`config.mk`:
```
export PLATFORM = sky130hd
export DESIGN_NAME = mcu_irq_ctrl
export DESIGN_NICKNAME = d
export VERILOG_FILES = /design/src/rtl/irq_pkg.sv /design/src/rtl/irq_flags.sv /design/src/rtl/irq_pick.sv /design/src/rtl/irq_nest.sv /design/src/rtl/mcu_irq_ctrl.sv
export SDC_FILE = /design/constraint.sdc
export NUM_CORES = 1
export LEC_CHECK = 0
export ABC_CLOCK_PERIOD_IN_PS = 4200
export BUFFER_PORTS_ARGS = -buffer_cell sky130_fd_sc_hd__buf_2
export CAP_MARGIN = 20
export CORE_UTILIZATION = 40
export CTS_CLUSTER_DIAMETER = 50
export DETAILED_ROUTE_END_ITERATION = 8
export PLACE_DENSITY = 0.72
export RECOVER_POWER = 50
export SYNTH_ARGS = -nofsm -noshare
export SYNTH_HDL_FRONTEND = slang
export SYNTH_HIERARCHICAL = 1
export SYNTH_SLANG_ARGS = --single-unit
```
`constraint.sdc`:
```
create_clock -name clk_i -period 4.2 [get_ports clk_i]
set_clock_uncertainty 0.2 [all_clocks]
set_input_delay 0.84 -clock clk_i [delete_from_list [all_inputs] [get_ports clk_i]]
set_output_delay 0.84 -clock clk_i [all_outputs]
set_load 0.1 [all_outputs]
```
`src/rtl/irq_pkg.sv`:
```
`timescale 1ns/1ps
package irq_pkg;
  typedef enum logic {LVL_LO = 1'b0, LVL_HI = 1'b1} lvl_e;
endpackage

```
`src/rtl/irq_flags.sv`:
```
`timescale 1ns/1ps
module irq_flags #(
  parameter int N_SRC = 12
) (
  input  logic             clk_i,
  input  logic             rst_ni,
  input  logic [N_SRC-1:0] hw_set_i,
  input  logic             wr_i,
  input  logic [N_SRC-1:0] wdata_i,
  input  logic [N_SRC-1:0] clr_i,
  output logic [N_SRC-1:0] pend_o
);
  logic [N_SRC-1:0] pend_q, base;

  // hardware set wins over both software clear and auto-clear
  always_comb begin
    base = wr_i ? wdata_i : pend_q;
    base = base & ~clr_i;
  end

  always_ff @(posedge clk_i or negedge rst_ni) begin
    if (!rst_ni) pend_q <= '0;
    else         pend_q <= base | hw_set_i;
  end

  assign pend_o = pend_q;
endmodule

```
`src/rtl/irq_pick.sv`:
```
`timescale 1ns/1ps
module irq_pick #(
  parameter int N_SRC = 12,
  parameter int IDX_W = 4
) (
  input  logic [N_SRC-1:0] req_i,
  output logic             hit_o,
  output logic [IDX_W-1:0] idx_o
);
  always_comb begin
    hit_o = 1'b0;
    idx_o = '0;
    for (int i = N_SRC - 1; i >= 0; i--) begin
      if (req_i[i]) begin
        hit_o = 1'b1;
        idx_o = IDX_W'(i);
      end
    end
  end
endmodule

```
`src/rtl/irq_nest.sv`:
```
`timescale 1ns/1ps
module irq_nest
  import irq_pkg::*;
(
  input  logic       clk_i,
  input  logic       rst_ni,
  input  logic       bnd_i,
  input  logic       bnd_single_i,
  input  logic       reti_i,
  input  logic       ea_wr_i,
  input  logic       ea_wdata_i,
  input  logic       take_i,
  input  logic       take_hi_i,
  output logic       ea_o,
  output logic       ea_arb_o,
  output logic       allow_lo_o,
  output logic       allow_hi_o,
  output logic [1:0] depth_o
);
  logic       ea_q, hold_q;
  logic [1:0] depth_q;
  lvl_e       lvl0_q;
  logic       top_hi;

  // a clear of the global enable stays invisible to a single-cycle successor
  always_ff @(posedge clk_i or negedge rst_ni) begin
    if (!rst_ni) begin
      ea_q   <= 1'b0;
      hold_q <= 1'b0;
    end else begin
      if (ea_wr_i) ea_q <= ea_wdata_i;
      if (ea_wr_i && !ea_wdata_i && ea_q) hold_q <= 1'b1;
      else if (bnd_i || (ea_wr_i && ea_wdata_i)) hold_q <= 1'b0;
    end
  end

  always_ff @(posedge clk_i or negedge rst_ni) begin
    if (!rst_ni) begin
      depth_q <= 2'd0;
      lvl0_q  <= LVL_LO;
    end else if (take_i) begin
      if (depth_q == 2'd0) lvl0_q <= lvl_e'(take_hi_i);
      depth_q <= depth_q + 2'd1;
    end else if (bnd_i && reti_i && depth_q != 2'd0) begin
      depth_q <= depth_q - 2'd1;
    end
  end

  assign top_hi     = (depth_q == 2'd2) || (depth_q == 2'd1 && lvl0_q == LVL_HI);
  assign allow_hi_o = !top_hi;
  assign allow_lo_o = (depth_q == 2'd0);
  assign ea_o       = ea_q;
  assign ea_arb_o   = ea_q | (hold_q & bnd_single_i);
  assign depth_o    = depth_q;
endmodule

```
`src/rtl/mcu_irq_ctrl.sv`:
```
`timescale 1ns/1ps
module mcu_irq_ctrl #(
  parameter int N_SRC    = 12,
  parameter int VEC_W    = 16,
  parameter int VEC_BASE = 3,
  parameter int VEC_STEP = 8
) (
  input  logic             clk_i,
  input  logic             rst_ni,
  input  logic [N_SRC-1:0] hw_set_i,
  input  logic             pend_wr_i,
  input  logic [N_SRC-1:0] pend_wdata_i,
  input  logic [N_SRC-1:0] src_en_i,
  input  logic [N_SRC-1:0] src_hi_i,
  input  logic [N_SRC-1:0] auto_clr_i,
  input  logic             ea_wr_i,
  input  logic             ea_wdata_i,
  input  logic             bnd_i,
  input  logic             bnd_single_i,
  input  logic             reti_i,
  output logic             irq_o,
  output logic             ack_o,
  output logic [VEC_W-1:0] vec_o,
  output logic [N_SRC-1:0] pend_o,
  output logic             ea_o
);
  localparam int IDX_W = (N_SRC > 1) ? $clog2(N_SRC) : 1;
  localparam logic [VEC_W-1:0] BASE_V = VEC_W'(VEC_BASE);
  localparam logic [VEC_W-1:0] STEP_V = VEC_W'(VEC_STEP);

  logic [N_SRC-1:0] pend, cand, clr_vec;
  logic             ea_arb, allow_lo, allow_hi;
  logic [1:0]       nest_depth;
  logic [1:0]       lvl_hit;
  logic [IDX_W-1:0] lvl_idx [2];
  logic             sel_hi, sel_lo, take;
  logic [IDX_W-1:0] sel_idx;
  logic             ack_q;
  logic [VEC_W-1:0] vec_q;

  irq_flags #(.N_SRC(N_SRC)) u_flags (
    .clk_i   (clk_i),
    .rst_ni  (rst_ni),
    .hw_set_i(hw_set_i),
    .wr_i    (pend_wr_i),
    .wdata_i (pend_wdata_i),
    .clr_i   (clr_vec),
    .pend_o  (pend)
  );

  assign cand = pend & src_en_i & {N_SRC{ea_arb}};

  for (genvar l = 0; l < 2; l++) begin : g_lvl
    logic [N_SRC-1:0] lvl_req;
    assign lvl_req = cand & ((l == 1) ? src_hi_i : ~src_hi_i);
    irq_pick #(.N_SRC(N_SRC), .IDX_W(IDX_W)) u_pick (
      .req_i(lvl_req),
      .hit_o(lvl_hit[l]),
      .idx_o(lvl_idx[l])
    );
  end

  irq_nest u_nest (
    .clk_i       (clk_i),
    .rst_ni      (rst_ni),
    .bnd_i       (bnd_i),
    .bnd_single_i(bnd_single_i),
    .reti_i      (reti_i),
    .ea_wr_i     (ea_wr_i),
    .ea_wdata_i  (ea_wdata_i),
    .take_i      (take),
    .take_hi_i   (sel_hi),
    .ea_o        (ea_o),
    .ea_arb_o    (ea_arb),
    .allow_lo_o  (allow_lo),
    .allow_hi_o  (allow_hi),
    .depth_o     (nest_depth)
  );

  assign sel_hi  = lvl_hit[1] & allow_hi;
  assign sel_lo  = !sel_hi & lvl_hit[0] & allow_lo;
  assign sel_idx = sel_hi ? lvl_idx[1] : lvl_idx[0];
  assign irq_o   = sel_hi | sel_lo;
  assign take    = irq_o & bnd_i & !reti_i;

  always_comb begin
    clr_vec = '0;
    if (take) clr_vec[sel_idx] = auto_clr_i[sel_idx];
  end

  always_ff @(posedge clk_i or negedge rst_ni) begin
    if (!rst_ni) begin
      ack_q <= 1'b0;
      vec_q <= '0;
    end else begin
      ack_q <= take;
      if (take) vec_q <= BASE_V + STEP_V * VEC_W'(sel_idx);
    end
  end

  assign ack_o  = ack_q;
  assign vec_o  = vec_q;
  assign pend_o = pend;
endmodule

```
==> metrics.txt <==
worst hold slack=0.3222 ns; worst-path fanout max=12; EDFF count, synth=0; Post-CTS Resized=0; CP Launch Type=input pin; LEAKAGE=0.001246 uW; fin area=2396 sq um; post-synthesis sequential area ratio=29.70%; die height=71.61 microns; most common cell after layout, fill and taps aside=buf_2; Final ANT Viol Nets=0; fin worst setup slack=0.3942 ns; TritonCTS clock tree=built; Slew Limit Fails=0; Register-to-Register Setup Slack=around 0.95 ns; outcome=finished, final reports clean; final hold vios=0; H-tree depth=1; Reg-to-Reg End=u_flags/pend_o[1]; All-Layer GR Usage=20.32%; PwrDens=500.4 nW/um^2; period utilisation layout=roughly 91%; Worst Hold Path EP=vec_o[1]; Core ar.=4504 sq um; final setup fails=0; CTS max path bufs=2; R2R cell count=11; Max Cap Viol=0; clock latency on the worst-skew pair=0.26 ns; area growth from synthesis to layout=23.63%; crit path kind=input pin to output pin; Critical Path AT=2.77 ns; layout cells sized above 1=31.25%; cells after synthesis=233; # IOs=99; fin nets=392; worst r2r src=u_nest/ea_o; Fin Setup TNS=0 ns; Iter 0 DRT Violations=80; CP Capture Type=output pin; maximum vdd drop=568.8 uV; RSZ-0062 raised after global routing=no; Pre-antenna DRT Iters=4; synthesized area=1938 sq um; number of global-route vias before repair=1724; pre-CTS WS=0.4151 ns; via/cell ratio=between 5 and 6; fill count=466; die width=71.61 microns; Tot Pwr=1199 uW; min-delay src=vec_o[1]; Root Driver=clkbuf_8; commonest non-fill, non-tap cells in the layout=buf_2 (77), nor2_1 (33), inv_1 (28); FFs w/ async S/R, synth=100.0%; GP Congestion=0.8977; post-DR wirelength/cell=around 14 microns; Syn Area/Cell=8.318 sq um; DRC=0; Tightest Pin Transition=1.217 ns; flops & latches, synth=23; Initial Util=43.03%; global-route wire length before repair=roughly 8000 microns; Tmin final=3.806 ns; clock slew at reported path FFs=around 0.080 ns; Worst slew margin=roughly a fifth; Distinct cells, synth=42; synth warn=6; Routed Wire Length=5141 microns; n_diodes=0; hold buffer count at CTS=0; antenna violations before repair=0; Main synth FF type=dfrtp_1; largest net degree at the start of global routing=24; Post-Place Cell Area=2365 sq um; standard-cell row count=24; Clock Sinks=23; grt ovf=0; input/output buffers=88; Fmax=0.2628 GHz; DPL Wire Length=4314 microns; worst hold path type=flip-flop to flip-flop; die area=5127 sq um; number of post-CTS setup repair buffers=0; critical path required time=3.16 ns; worst hold stages=1; CTS buffer count=3; vias after detailed routing=1930
layer usage:
metal | track usage (%) | vias to the layer above | share of wire, % | wire (microns)
li1 | - | 971 | - | -
met1 | 27.26 | 869 | 45 | 2291
met2 | 34.59 | 83 | 48 | 2477
met3 | 1.828 | 7 | 5.7 | 294
met4 | 6.754 | 0 | 1.5 | 78
met5 | 0 | - | 0 | 0
metrics by stage:
step | instances | util (%)
global placement | 368 | 52.50
global route | 372 | 53.19
detailed placement | 368 | 52.50
CTS | 372 | 53.50
floorplan | 242 | -
finish | 372 | 53.19
how the worst max path moves through the flow:
stage | from | end | slack (ns) | depth (start not counted)
global placement | bnd_single_i | irq_o | 0.44 | 9
detailed placement | bnd_single_i | irq_o | 0.42 | 9
floorplan | u_nest/ea_o | u_nest/lvl0_q | 0.55 | 14
global route | bnd_single_i | irq_o | 0.22 | 9
finish | bnd_single_i | irq_o | 0.39 | 9
CTS | bnd_single_i | irq_o | 0.40 | 9
logic make-up (layout without fill, tap and decap cells):
family	Yosys count	in the layout	synth area share, %
adders and majority gates	3	3	1.937
muxes	19	19	10.20
xor gates and xnor gates	1	1	0.4520
DFF	23	23	29.70
AOI/OAI and AO/OA	49	49	17.69
and+or+nand+nor	89	89	27.05
other	1	10	0.1935
buffers and inverters	48	126	12.78
layout make-up:
| type | instances | area, sq um | share of cell area (%) |
|---|---|---|---|
| Clock buffer | 4 | 45.04 | 1.880 |
| Inverter | 32 | 120.1 | 5.013 |
| Multi-Input combinational cell | 171 | 1149 | 47.94 |
| Sequential cell | 23 | 575.6 | 24.02 |
| Tap cell | 52 | 65.06 | 2.715 |
| Timing Repair Buffer | 90 | 441.7 | 18.43 |
worst max-delay path, stage by stage:
cell	delay (ns)
buf_2	0.10
a21o_1	0.30
nand3_1	0.17
nor2_1	0.09
nor4_2	0.39
nand3_1	0.22
a22oi_4	0.30
inv_2	0.07
buf_2	0.29
cell usage after synthesis (all sizes together), types with 2 or more instances:
cell     n  share of area [%]
nor2    33                6.4
inv     32                6.2
dfrtp   23                 30
mux2i   16                8.3
buf     15                6.4
nand3   14                3.6
nor4    14                6.1
o21ai   13                3.6
o21bai  12                4.6
a21oi    7                1.8
nand2    5                1.4
a211oi   4                1.8
and3b    4                1.8
nand2b   4                1.4
nor2b    4                1.3
nor3     4                1.0
o31a     4                1.8
a31oi    3               0.97
ha       3                1.9
mux2     3                1.9
a22oi    2                1.5
and4b    2                1.0
nand4b   2               0.90
o31ai    2               0.77
where the power goes:
part           switching (uW)  internal (uW)
sequential               26.0            265
clock                    67.0           67.7
combinational             567            206
registers in the layout, summed over array words and instances, names as in the netlist:
name            count
u_flags/pend_o     12
vec_o               5
u_nest/depth_o      2
ack_o               1
u_nest/ea_o         1
u_nest/hold_q       1
u_nest/lvl0_q       1
Power figures use the tool's default switching activity.
